$ cat src/rtl/sertx_pkg.sv
// Package: shared mode type for the dual-mode serial transmitter.
package sertx_pkg;
    typedef enum logic [1:0] {
        MODE_UART   = 2'd0,
        MODE_IO_INT = 2'd1,
        MODE_IO_EXT = 2'd2
    } tx_mode_e;
endpackage

$ cat src/rtl/sertx_prescale.sv
// Bit-rate prescaler. A PRE_W-bit counter advances on each base-clock enable
// while the channel is on, and pulses tick when it wraps. Assumes base_en is
// a single-cycle qualifier in the clk domain.
module sertx_prescale #(
    parameter int PRE_W = 4
) (
    input  logic clk,
    input  logic rst_n,
    input  logic en,
    input  logic base_en,
    output logic tick
);
    logic [PRE_W-1:0] cnt;

    // Count base clocks; held at zero while the channel is off.
    always_ff @(posedge clk) begin
        if (!rst_n || !en) cnt <= '0;
        else if (base_en)  cnt <= cnt + 1'b1;
    end

    // Tick on the base clock that wraps the counter.
    assign tick = en && base_en && (cnt == '1);

    // a disabled channel leaves the counter cleared.
    a_r1_hold_zero: assert property (@(posedge clk) disable iff (!rst_n)
        !en |=> (cnt == '0));
    // ticks never come on back-to-back clocks.
    a_r1_tick_spacing: assert property (@(posedge clk) disable iff (!rst_n)
        tick |=> !tick);
endmodule

$ cat src/rtl/sertx_edge_sync.sv
// Synchronizer and edge detector for an outside shift clock. STAGES flops
// bring sclk_in into the clk domain; one more flop gives the previous level.
// Assumes sclk_in half-periods are longer than STAGES+1 clk cycles.
module sertx_edge_sync #(
    parameter int STAGES = 2
) (
    input  logic clk,
    input  logic rst_n,
    input  logic sclk_in,
    output logic rise,
    output logic fall
);
    logic [STAGES:0] chain;

    // Shift the raw pin level through the synchronizer chain.
    always_ff @(posedge clk) begin
        if (!rst_n) chain <= '0;
        else        chain <= {chain[STAGES-1:0], sclk_in};
    end

    // Compare the newest synchronized level with the one before it.
    assign rise =  chain[STAGES-1] && !chain[STAGES];
    assign fall = !chain[STAGES-1] &&  chain[STAGES];

    // one pin transition gives a single detected edge.
    a_r7_edge_spacing: assert property (@(posedge clk) disable iff (!rst_n)
        rise |=> !rise);
endmodule

$ cat src/rtl/sertx_bitseq.sv
// Transmit sequencer. Holds the written byte and walks a phase counter, one
// step per step pulse, choosing the TXD and SCLK levels for each phase from
// the mode. Assumes mode is stable while busy.
module sertx_bitseq
    import sertx_pkg::*;
#(
    parameter int DATA_W = 8
) (
    input  logic              clk,
    input  logic              rst_n,
    input  logic              en,
    input  tx_mode_e          mode,
    input  logic              step,
    input  logic              wr_stb,
    input  logic [DATA_W-1:0] wr_data,
    output logic              busy,
    output logic              txd,
    output logic              sclk_int
);
    localparam int PH_W  = $clog2(2 * DATA_W + 1);
    localparam int IDX_W = (DATA_W > 1) ? $clog2(DATA_W) : 1;
    localparam logic [PH_W-1:0] END_UART = PH_W'(DATA_W + 3);
    localparam logic [PH_W-1:0] END_INT  = PH_W'(2 * DATA_W);
    localparam logic [PH_W-1:0] END_EXT  = PH_W'(DATA_W + 1);

    logic [DATA_W-1:0] hold;
    logic [PH_W-1:0]   phase, ph_nx;
    logic [IDX_W-1:0]  idx;
    logic              nx_txd, nx_sclk, last;

    // Decide the levels for the next phase and whether it ends the transfer.
    always_comb begin
        ph_nx   = phase + PH_W'(1);
        nx_txd  = txd;
        nx_sclk = 1'b1;
        idx     = '0;
        last    = 1'b0;
        unique case (mode)
            MODE_UART: begin
                last = (ph_nx == END_UART);
                idx  = IDX_W'(ph_nx - PH_W'(2));
                if (ph_nx == PH_W'(1))                nx_txd = 1'b0;
                else if (ph_nx <= PH_W'(DATA_W + 1))  nx_txd = hold[idx];
                else                                  nx_txd = 1'b1;
            end
            MODE_IO_INT: begin
                last    = (ph_nx == END_INT);
                idx     = IDX_W'((ph_nx - PH_W'(1)) >> 1);
                nx_sclk = ~ph_nx[0];
                if (ph_nx[0]) nx_txd = hold[idx];
            end
            MODE_IO_EXT: begin
                last   = (ph_nx == END_EXT);
                idx    = IDX_W'(ph_nx - PH_W'(1));
                nx_txd = hold[idx];
            end
            default: ;
        endcase
    end

    // Accept a byte when idle, then advance one phase per step.
    always_ff @(posedge clk) begin
        if (!rst_n || !en) begin
            busy     <= 1'b0;
            phase    <= '0;
            txd      <= 1'b1;
            sclk_int <= 1'b1;
            if (!rst_n) hold <= '0;
        end else if (!busy) begin
            if (wr_stb) begin
                busy  <= 1'b1;
                hold  <= wr_data;
                phase <= '0;
            end
        end else if (step) begin
            if (last) begin
                busy     <= 1'b0;
                phase    <= '0;
                txd      <= 1'b1;
                sclk_int <= 1'b1;
            end else begin
                phase    <= ph_nx;
                txd      <= nx_txd;
                sclk_int <= nx_sclk;
            end
        end
    end

    // idle lines sit high.
    a_r2_idle_high: assert property (@(posedge clk) disable iff (!rst_n)
        !busy |-> (txd && sclk_int));
    // without a step the line and the busy flag hold.
    a_r3_hold_between_steps: assert property (@(posedge clk) disable iff (!rst_n)
        (busy && en && !step) |=> ($stable(txd) && busy));
    // a write during a transfer leaves the held byte alone.
    a_r4_ignore_busy_write: assert property (@(posedge clk) disable iff (!rst_n)
        (busy && wr_stb) |=> $stable(hold));
    // disabling the channel returns it to idle on the next clock.
    a_r8_abort: assert property (@(posedge clk) disable iff (!rst_n)
        !en |=> (!busy && txd && sclk_int));
    // with the generated clock, data moves only while SCLK is low.
    a_r5_change_on_fall: assert property (@(posedge clk) disable iff (!rst_n)
        (busy && mode == MODE_IO_INT && !$stable(txd)) |-> !sclk_int);
endmodule

$ cat src/rtl/dual_serial_tx.sv
// Top of the dual-mode serial transmitter. Decodes the mode pins, selects
// the step source (prescaler tick, base clock or synchronized outside
// edge) and drives the SCLK pad enable. Assumes the mode pins are steady
// while busy.
module dual_serial_tx
    import sertx_pkg::*;
#(
    parameter int DATA_W      = 8,
    parameter int PRE_W       = 4,
    parameter int SYNC_STAGES = 2
) (
    input  logic              clk,
    input  logic              rst_n,
    input  logic              chan_en,
    input  logic              base_en,
    input  logic              mode_io,
    input  logic              clk_ext,
    input  logic              edge_rise,
    input  logic              wr_stb,
    input  logic [DATA_W-1:0] wr_data,
    output logic              busy,
    output logic              txd,
    input  logic              sclk_in,
    output logic              sclk_out,
    output logic              sclk_oe
);
    tx_mode_e mode;
    logic     tick, ext_rise, ext_fall, step;

    // Map the mode pins onto the internal mode type.
    always_comb begin
        if (!mode_io)     mode = MODE_UART;
        else if (clk_ext) mode = MODE_IO_EXT;
        else              mode = MODE_IO_INT;
    end

    sertx_prescale #(.PRE_W(PRE_W)) u_pre (
        .clk(clk), .rst_n(rst_n), .en(chan_en), .base_en(base_en), .tick(tick)
    );

    sertx_edge_sync #(.STAGES(SYNC_STAGES)) u_sync (
        .clk(clk), .rst_n(rst_n), .sclk_in(sclk_in),
        .rise(ext_rise), .fall(ext_fall)
    );

    // Pick the event that advances the sequencer in each mode.
    always_comb begin
        unique case (mode)
            MODE_UART:   step = tick;
            MODE_IO_INT: step = base_en;
            MODE_IO_EXT: step = edge_rise ? ext_rise : ext_fall;
            default:     step = 1'b0;
        endcase
    end

    sertx_bitseq #(.DATA_W(DATA_W)) u_seq (
        .clk(clk), .rst_n(rst_n), .en(chan_en), .mode(mode), .step(step),
        .wr_stb(wr_stb), .wr_data(wr_data), .busy(busy), .txd(txd),
        .sclk_int(sclk_out)
    );

    // The pad is driven only when this block makes the shift clock.
    assign sclk_oe = (mode == MODE_IO_INT);
endmodule

$ cat config.mk
export PLATFORM = sky130hd
export DESIGN_NAME = dual_serial_tx
export DESIGN_NICKNAME = d
export VERILOG_FILES = /design/src/rtl/sertx_pkg.sv /design/src/rtl/sertx_prescale.sv /design/src/rtl/sertx_edge_sync.sv /design/src/rtl/sertx_bitseq.sv /design/src/rtl/dual_serial_tx.sv
export SDC_FILE = /design/constraint.sdc
export NUM_CORES = 1
export LEC_CHECK = 0
export ABC_CLOCK_PERIOD_IN_PS = 2700
export BUFFER_PORTS_ARGS = -buffer_cell sky130_fd_sc_hd__buf_2
export CORE_MARGIN = 2
export CORE_UTILIZATION = 46
export CTS_CLUSTER_DIAMETER = 150
export DETAILED_ROUTE_END_ITERATION = 8
export PLACE_DENSITY = 0.74
export RECOVER_POWER = 50
export SLEW_MARGIN = 20
export SYNTH_ARGS = -nofsm -noshare
export SYNTH_HDL_FRONTEND = slang
export SYNTH_HIERARCHICAL = 1
export SYNTH_SLANG_ARGS = --single-unit
$ cat constraint.sdc
create_clock -name clk -period 2.7 [get_ports clk]
set_clock_uncertainty 0.2 [all_clocks]
set_input_delay 0 -clock clk [delete_from_list [all_inputs] [get_ports clk]]
set_output_delay 0 -clock clk [all_outputs]
set_load 0.01 [all_outputs]
After elaboration in Yosys (flattened, before gate mapping)
Cells that the tools add are included.
{"block": "classes", "addsub": 4, "multipliers": 0, "div_mod_pow": 0, "n_lt_le_gt_ge": 4, "n_eq_ne": 11, "n_shift": 0, "muxes": 30, "bitwise_logic": 1, "reduce_logical": 17}
{"cell": "two-way mux 8 bit", "n": 4}
{"cell": "two-way mux 5 bit", "n": 4}
{"cell": "two-way mux 1 bit", "n": 14}
{"cell": "< comparator 3 x 4 -> 1 bit (second input constant)", "n": 3}
{"cell": "equality test 5 x 4 -> 1 bit (second input constant)", "n": 2}
{"cell": "binary-select mux 1 bit (select 3 bit)", "n": 3}
{"cell": "case mux 1 bit (3 select lines)", "n": 3}
{"cell": "inequality test 2 bit (second input constant)", "n": 3}
{"cell": "adder 5 x 1 -> 5 bit (second input constant)", "n": 1}
{"cell": "equality test 5 x 1 -> 1 bit (second input constant)", "n": 1}
{"cell": "equality test 5 bit (second input constant)", "n": 1}
{"cell": "<= comparator 5 x 4 -> 1 bit (second input constant)", "n": 1}
{"cell": "adder 4 x 1 -> 4 bit (second input constant)", "n": 1}
{"cell": "equality test 4 bit (second input constant)", "n": 1}
{"cell": "logical AND 1 bit", "n": 4}
{"cell": "zero test 1 bit", "n": 4}
{"cell": "two-way mux 2 bit", "n": 2}
{"cell": "AND reduction 2 bit", "n": 2}
{"cell": "AND reduction 4 bit", "n": 1}
{"cell": "nonzero test 2 bit", "n": 2}
{"cell": "nonzero test 4 bit", "n": 1}
{"cell": "subtractor 4 x 1 -> 4 bit (second input constant)", "n": 1}
{"cell": "inequality test 3 x 1 -> 1 bit (second input constant)", "n": 1}
{"cell": "AND reduction 3 bit", "n": 1}
{"cell": "other kinds (6)", "n": 6}
{"block": "totals", "ff_bits": 23, "latchBits": 0, "mem_bits_rw": 0, "mem_bits_ro": 0, "in_bits": 17, "out_inout_bits": 4, "wordCells": 74, "mem_count": 0}

Depth between registers and ports, before layout
Gate-level depths: netlist (run 1).
{"block": "depth", "word_depth": 8, "mapped_depth": 12, "ltp_nobuf": 10}

Cells and area by module
The synthesis (run 1) kept the hierarchy.
{"mod": "sertx_bitseq", "instances": 1, "cells_per_inst": 118, "area_per_inst_um2": 1153.6, "seq_area_each_um2": 400.4}
{"mod": "sertx_prescale", "instances": 1, "cells_per_inst": 21, "area_per_inst_um2": 191.4, "seq_area_each_um2": 80.1}
{"mod": "sertx_edge_sync", "instances": 1, "cells_per_inst": 8, "area_per_inst_um2": 91.3, "seq_area_each_um2": 60.1}
{"mod": "dual_serial_tx", "instances": 1, "cells_per_inst": 7, "area_per_inst_um2": 45.0, "seq_area_each_um2": 0.0}

Worst setup path after synthesis (run 1)
No wires, ideal clock.
{"block": "synth_path", "kind": "reg-to-reg", "from": "reg u_seq.phase[0]", "to": "reg u_seq.sclk_int", "setup_time_ns": 0.117, "t_arrival_ns": 2.333, "required_ns": 2.383, "path_slack_ns": 0.050, "stages_incl_launch_ff": 11, "n_path_buf": 2, "synth_period_minus_slack_ns": 2.650, "path_cell_list": "dfxtp_1 > buf_2 > inv_1 > ha_1 > buf_2 > and3b_1 > and3_1 > a32o_1 > o21a_1 > a211o_1 > o22a_1"}
{"block": "synth_between", "elab_chain_len": 4, "word_cells_on_any_way": 8, "cone_classes": "1 x add/sub; 3 x eq/ne; 3 x mux; 1 x bitwise"}
{"item": "from (decl)", "line_no": "sertx_bitseq.sv:27", "source": "logic [PH_W-1:0] phase, ph_nx;"}
{"item": "from (signal assigned)", "line_no": "sertx_bitseq.sv:82", "source": "phase <= ph_nx;"}
{"item": "adder 5 x 1 -> 5 bit *", "line_no": "sertx_bitseq.sv:33", "source": "ph_nx = phase + PH_W'(1);"}
{"item": "equality test 5 x 4 -> 1 bit (tied with other cells)", "line_no": "sertx_bitseq.sv:53", "source": "last = (ph_nx == END_EXT);"}
{"item": "case mux 1 bit (3 select lines) / two-way mux 1 bit (equally long branches)", "line_no": "sertx_bitseq.sv:38", "source": "unique case (mode)"}
{"item": "two-way mux 1 bit *", "line_no": "sertx_bitseq.sv:76", "source": "if (last) begin"}
{"item": "to (signal assigned)", "line_no": "sertx_bitseq.sv:84", "source": "sclk_int <= nx_sclk;"}
{"item": "to (decl)", "line_no": "sertx_bitseq.sv:18", "source": "output logic sclk_int"}
Every way passes the cells marked *; elsewhere a longest branch is shown, timed or not.
A chain may end at the register's enable or synchronous reset.

Worst setup path after layout (run 1)
{"block": "layout_path", "from": "reg u_seq.phase[1]", "to": "reg u_seq.sclk_int"}
{"block": "layout_between", "elab_chain_len": 4, "word_cells_on_any_way": 6, "cone_classes": "1 x add/sub; 3 x eq/ne; 2 x mux"}
{"item": "adder 5 x 1 -> 5 bit *", "line_no": "sertx_bitseq.sv:33"}
{"item": "equality test 5 x 4 -> 1 bit (tied with other cells)", "line_no": "sertx_bitseq.sv:53"}
{"item": "case mux 1 bit (3 select lines) *", "line_no": "sertx_bitseq.sv:38"}
{"item": "two-way mux 1 bit *", "line_no": "sertx_bitseq.sv:76"}
Marked as above.

==> flow_summary_export.csv, run 1 <==
group,metric,value,unit
run_status,status,"finished clean",
synth,yosys.area_share.xor_xnor,3.547,%
floorplan,ios,21,
synth,yosys_register_bits,23,
setup_path,cp.arrival,2.53,ns
setup_path,critPathCaptureType,"register",
cells_and_area,syn_to_final_growth,29.81,%
min_path,hp-class,"primary input to register",
setup_path,critPathKind,"register to register",
timing,rsz0062_at_grt,"false",
power_and_ir_drop,powerDensity,336.9,nW/um^2
setup_path,rr_endpoint,"u_seq/sclk_int$_SDFFE_PP1P_",
drt,vias,1380,
setup_path,reg2reg_slack,0.20,ns
setup_path,critPathLaunchType,"register",
timing,min_period,2.502,ns
global_route,grt_pass1_vias,1422,
floorplan,initial_core_util,48.52,%
clock_network,numCtsBuffers,3,
place,port_buffers,20,
power_and_ir_drop,p_leak,0.7894,nW
setup_path,endpoint,"u_seq/sclk_int$_SDFFE_PP1P_",
synth,synth_top_cell_by_area,"dfxtp_1",
place,hpwl,2441,um
clock_network,clock_latency,0.32,ns
synth,netlist_instances,154,
synth,syn_nets,181,
synth,synth_compound_area_share,12.92,%
timing,post-route-period-util,92.66,%
synth,seq_area_frac_synth,36.49,%
floorplan,die-width,60.75,um
clock_network,clock_sinks,23,
synth,synthAdderAreaFrac,8.446,%
synth,synth_cell_types,45,
clock_network,htreeDepth,1,
clock_network,cts_tree,"built",
timing,max-slew-margin-rel,61.33,%
floorplan,core-area,3053,um^2
setup_path,reg2reg_depth,8,
synth,avgSynthCellArea,9.620,um^2
drt,drc,0,
synth,netlist_area,1481,um^2
power_and_ir_drop,peakVddDrop,0.2659,mV
synth,synth_top_area_share,20.27,%
timing,slew_violations,0,
setup_path,startpoint,"u_seq/phase[1]$_SDFFE_PP0P_",
synth,synth_simple_gate_area_share,23.14,%
floorplan,die_h,60.75,um
drt,drt_pass1_iterations,5,
timing,fmax,399.7,MHz
synth,synthTopCellsByArea,"dfxtp_1 (20%), edfxtp_1 (16%), ha_1 (8.4%), mux4_2 (6.1%), and3_1 (4.2%)",
synth,yosys-mux-area-fraction,10.90,%
floorplan,die-area,3691,um^2
global_route,grt_pass1_wl,6072,um
cells_and_area,final_util,62.99,%
synth,yosys_most_used_dff,"dfxtp_1",
synth,ys_warn_count,6,
clock_network,ctsResizeCount,0,
setup_path,crit_path_max_fanout,5,
synth,synth_common_cells,"dfxtp_1 (15), nand2_1 (13), and3_1 (10), ha_1 (10), nand3_1 (9)",
clock_network,clkSlewWorstSetupHoldPaths,0.14,ns
cells_and_area,layout-drive-gt1-share,16.26,%
global_route,overflow,0,
drt,ant_nets,0,
clock_network,cts_root_buf,"clkbuf_4",
synth,async_flop_share,0,%
cells_and_area,antennaDiodeCount,0,
global_route,grt_util_all_layers,22.61,%
global_route,grt_max_degree,18,
drt,via_per_inst,5.587,
clock_network,clock_path_buffers,2,
synth,yosysMostFrequentCell,"dfxtp_1",
timing,max_slew.worst_pin.slew,0.5801,ns
synth,synth_edf_count,8,
drt,wl,3703,um
timing,fin_tns_setup,0,ns
timing,finalSetupViolCount,0,
place,gp_congestion,0.9399,
drt,drtIter0Drc,50,
setup_path,worstPathRequired,2.73,ns
floorplan,row_count,20,
run,maxCapViolations,0,
synth,synth_top_family_by_area,"simple AND/OR/NAND/NOR gates",
timing,hold_viol,0,
global_route,antenna_found_initial,0,
drt,wire_per_inst,14.99,um
setup_path,worst_r2r_startpoint,"u_seq/phase[1]$_SDFFE_PP0P_",
cells_and_area,layout.nets,231,
## worst min-delay path by stage
| stage | from | to | slack, ns | depth (start not counted) |
|---|---|---|---|---|
| after global placement | sclk_in | u_sync/chain[0]$_SDFF_PN0_ | 0.01 | 2 |
| after CTS | clk_ext | u_seq/phase[2]$_SDFFE_PP0P_ | 0.03 | 5 |
| after floorplan | clk_ext | sclk_oe | -0.13 | 1 |
| final | clk_ext | u_seq/phase[2]$_SDFFE_PP0P_ | 0.06 | 5 |
| after global routing | clk_ext | u_seq/phase[2]$_SDFFE_PP0P_ | 0.08 | 5 |
| after detailed placement | sclk_in | u_sync/chain[0]$_SDFF_PN0_ | 0.01 | 2 |
## stage by stage
stage	hold WS (ns)	instances	instance area (um^2)	total power, mW	worst slack, ns
final	0.06140	247	1923	0.6479	0.1982
after global routing	0.07747	247	1923	0.6722	0.05336
after CTS	0.02767	247	1929	0.6452	0.2108
after detailed placement	0.01001	218	1652	0.4591	0.2313
after global placement	0.01011	218	1652	0.4560	0.2633
after floorplan	-0.1278	154	1481	0.4312	0.05041
## worst max-delay path, cell delays in order, from the launching register on
cell     delay [ns]
dfxtp_1        0.45
inv_1          0.07
ha_1           0.33
and3b_1        0.18
and3_1         0.17
a32o_1         0.21
o21a_1         0.19
a211o_1        0.38
o22a_1         0.22
## sequential cells by signal, indices dropped and copies added, names as in the netlist
register	count
u_seq/hold	8
u_seq/phase	5
u_pre/cnt	4
u_sync/chain	3
u_seq/busy	1
u_seq/sclk_int	1
u_seq/txd	1
## power breakdown
group	internal, mW	switching [mW]
logic	0.0525	0.0443
registers	0.371	0.00908
clock network	0.0556	0.115
total	0.479	0.168
## routing by layer
metal,vias to the layer above,GRT usage [%],wire [um]
li1,659,-,-
met3,17,3.838,139
met1,655,26.08,1551
met4,0,12.11,120
met5,-,0,0
met2,49,39.78,1891
## kinds of logic (layout without fill, tap and decap cells)
logic type	after synthesis	in the layout
simple gates	63	63
compound gates	26	26
fa+ha+maj	10	10
flops	23	23
xor+xnor	6	6
buf+inv	15	64
mux	11	11
## cell usage in the layout, fill, tap and decap left out, types with 8 or more instances in the layout
cell,netlist,layout
nand2_1,13,13
inv_1,8,8
ha_1,10,10
nand3_1,9,9
and3_1,10,10
dlygate4sd3_1,0,25
dfxtp_1,15,15
buf_2,3,15
edfxtp_1,8,8
## cell type report
cell class                 count  area [um^2]
tap                           44        55.05
inverter                       8        30.03
sequential                    23        540.5
clock buffer                   3        22.52
timing repair buffer          52        396.6
multi-input combinational    116        873.3
clock inverter                 1        5.005
fill                         248         1130
## what timing repair did
item / CTS / global route
endpoints found under the hold margin: 18 / 0
buffers inserted: 0 / 0
hold buffers: 25 / 0
No activity file was read; power rests on OpenSTA's default activity.
==> run 2: changes to the inputs <==
--- a/config.mk
+++ b/config.mk
@@ -7,11 +7,13 @@
 export LEC_CHECK = 0
 export ABC_CLOCK_PERIOD_IN_PS = 2700
 export BUFFER_PORTS_ARGS = -buffer_cell sky130_fd_sc_hd__buf_2
+export CELL_PAD_IN_SITES_DETAIL_PLACEMENT = 1
+export CELL_PAD_IN_SITES_GLOBAL_PLACEMENT = 2
 export CORE_MARGIN = 2
-export CORE_UTILIZATION = 46
+export CORE_UTILIZATION = 32
 export CTS_CLUSTER_DIAMETER = 150
 export DETAILED_ROUTE_END_ITERATION = 8
-export PLACE_DENSITY = 0.74
+export PLACE_DENSITY = 0.8
 export RECOVER_POWER = 50
 export SLEW_MARGIN = 20
 export SYNTH_ARGS = -nofsm -noshare
==> run 2 against run 1 <==
  * Hold slack gained 0.053 ns
  * Non-clock buffer count fell by 9
  * Cell area decreased by 3.1%
  * Utilization down 21 points
  * Global-route usage shrank 6.0 points
  * Die area rose by 41%
  * Combinational power down 5.4%
  * Flip-flop and latch count unchanged
  * Sequential share of layout area rose by 0.95 points
==> flow_summary_export.csv, run 2 (same netlist as run 1, synthesis figures left out) <==
group,metric,value,unit
clock_network,clock_latency,0.27,ns
setup_path,rr_endpoint,"u_seq/sclk_int$_SDFFE_PP1P_",
timing,finalSetupViolCount,0,
setup_path,cp.arrival,2.50,ns
cells_and_area,syn_to_final_growth,25.84,%
setup_path,path_delay_family,"compound AO/OA/AOI/OAI gates",
drt,drt_pass1_iterations,4,
clock_network,cts_root_buf,"clkbuf_8",
cells_and_area,layout.nets,222,
power_and_ir_drop,power_frac_comb,13.1,%
timing,fmax,395.5,MHz
timing,max-slew-margin-rel,59.73,%
cells_and_area,layout-drive-gt1-share,18.04,%
timing,min_period,2.529,ns
timing,slew_violations,0,
clock_network,clkSlewWorstSetupHoldPaths,0.09,ns
power_and_ir_drop,switchingPower,0.1732,mW
run,maxCapViolations,0,
run_status,status,"finished clean",
power_and_ir_drop,p_leak,0.7469,nW
setup_path,worst_r2r_startpoint,"u_seq/phase[0]$_SDFFE_PP0P_",
place,gp_congestion,0.8969,
timing,max_slew.worst_pin.slew,0.6040,ns
setup_path,startpoint,"u_seq/phase[0]$_SDFFE_PP0P_",
place,port_buffers,20,
floorplan,die_h,72.04,um
power_and_ir_drop,p_total,0.6968,mW
clock_network,numCtsBuffers,3,
place,hpwl,2969,um
power_and_ir_drop,clkPwrFrac,32.3,%
power_and_ir_drop,internal_power,0.5236,mW
power_and_ir_drop,p_seq_share,54.6,%
power_and_ir_drop,peakVddDrop,0.2024,mV
cells_and_area,reg_top3,"u_seq/hold: 8 flops, u_seq/phase: 5 flops, u_pre/cnt: 4 flops",
floorplan,core-area,4414,um^2
timing,fin_tns_setup,0,ns
drt,wire_per_inst,15.76,um
cells_and_area,largest_register_ffs,8,
drt,drtIter0Drc,46,
min_path,hp-class,"primary input to register",
drt,vias,1303,
drt,drc,0,
drt,via_per_inst,5.297,
clock_network,clock_path_buffers,2,
setup_path,cp.buffers_inverters,1,
setup_path,critPathCaptureType,"register",
setup_path,crit_path_max_fanout,5,
floorplan,ios,21,
power_and_ir_drop,switching_share,24.86,%
setup_path,reg2reg_depth,8,
global_route,grt_pass1_vias,1408,
global_route,antenna_found_initial,0,
setup_path,critPathKind,"register to register",
setup_path,cp_num_cells,8,
global_route,grt_max_degree,18,
setup_path,worst_path_max_delay_cell,"a211o_1",
floorplan,die-width,72.04,um
clock_network,cts_tree,"built",
cells_and_area,top_register,"u_seq/hold",
setup_path,reg2reg_slack,0.17,ns
cells_and_area,mostFrequentLayoutCells,"dlygate4sd3_1 (16), buf_2 (16), dfxtp_1 (14), nand2_1 (13)",
clock_network,htreeDepth,1,
global_route,grt_pass1_wl,6775,um
setup_path,path_cells,"inv_1 -> ha_1 -> and3b_1 -> and3_1 -> a32o_1 -> o21a_1 -> a211o_1 -> o22a_1",
global_route,grt_util_all_layers,16.56,%
timing,post-route-period-util,93.66,%
drt,wl,3877,um
floorplan,row_count,24,
setup_path,crit_path_max_incr_delay,0.40,ns
drt,ant_nets,0,
timing,hold_viol,0,
floorplan,die-area,5190,um^2
setup_path,endpoint,"u_seq/sclk_int$_SDFFE_PP1P_",
setup_path,worstPathRequired,2.67,ns
cells_and_area,antennaDiodeCount,0,
clock_network,clock_sinks,23,
clock_network,post_cts_buffers,0,
floorplan,initial_core_util,33.56,%
setup_path,critPathLaunchType,"register",
global_route,overflow,0,
power_and_ir_drop,powerDensity,373.8,nW/um^2
timing,rsz0062_at_grt,"false",
run 2: cell count changes in the layout (fill, tap and decap cells not counted), sizes merged:
cell         before  now
dlygate4sd3      25   16
run 2: worst min path at each step:
stage                     cells past startpoint                           to    start  slack [ns]
after detailed placement                      2   u_sync/chain[0]$_SDFF_PN0_  sclk_in        0.01
after CTS                                     5  u_seq/phase[2]$_SDFFE_PP0P_  clk_ext        0.11
after global routing                          5  u_seq/phase[2]$_SDFFE_PP0P_  clk_ext        0.14
after global placement                        2   u_sync/chain[0]$_SDFF_PN0_  sclk_in        0.01
after floorplan                               1                      sclk_oe  clk_ext       -0.13
final                                         5  u_seq/phase[2]$_SDFFE_PP0P_  clk_ext        0.11
run 2: metrics by stage:
stage	area (um^2)	cells	hold slack, ns	util [%]	worst slack (ns)
CTS	1868	246	0.1088	42.32	0.1087
global route	1864	246	0.1381	42.23	0.07176
floorplan	1481	154	-0.1278	-	0.05041
detailed placement	1662	226	0.01172	37.64	0.1295
finish	1864	246	0.1143	42.23	0.1713
global placement	1662	226	0.01239	37.64	0.1394
run 2: power groups by stage:
stage	sequential, mW	combinational [mW]	clock (mW)
floorplan	0.385	0.0466	0
global placement	0.386	0.0725	0
detailed placement	0.388	0.0750	0
CTS	0.380	0.0923	0.235
global route	0.382	0.103	0.248
finish	0.380	0.0916	0.225
run 2: cell type report:
cell class | instances | area, um^2
Fill cell | 515 | 2550
Inverter | 8 | 30.03
Clock inverter | 1 | 5.005
Sequential cell | 23 | 541.8
Timing Repair Buffer | 43 | 307.8
Tap cell | 52 | 65.06
Multi-Input combinational cell | 116 | 873.3
Clock buffer | 3 | 41.29
run 2: repair_timing:
action,in CTS,in global routing
hold buffers,16,0
resized for setup,0,1
hold endpoints to repair,18,0
setup endpoints to repair,0,2
run 2: routing by layer:
layer	wire length (um)	vias up	GRT usage [%]	share of wire, %
li1	-	645	-	-
met1	1674	632	19.38	43
met2	2055	19	30.35	53
met3	79	7	2.917	2.0
met4	68	0	5.660	1.8
met5	0	-	0	0
run 2: worst register-to-register path, stage by stage, from the launching register on:
cell and delay, ns:
dfxtp_2 0.38, inv_1 0.09, ha_1 0.36, and3b_1 0.18, and3_1 0.18, a32o_1 0.21, o21a_1 0.23, a211o_1 0.40
o22a_1 0.20
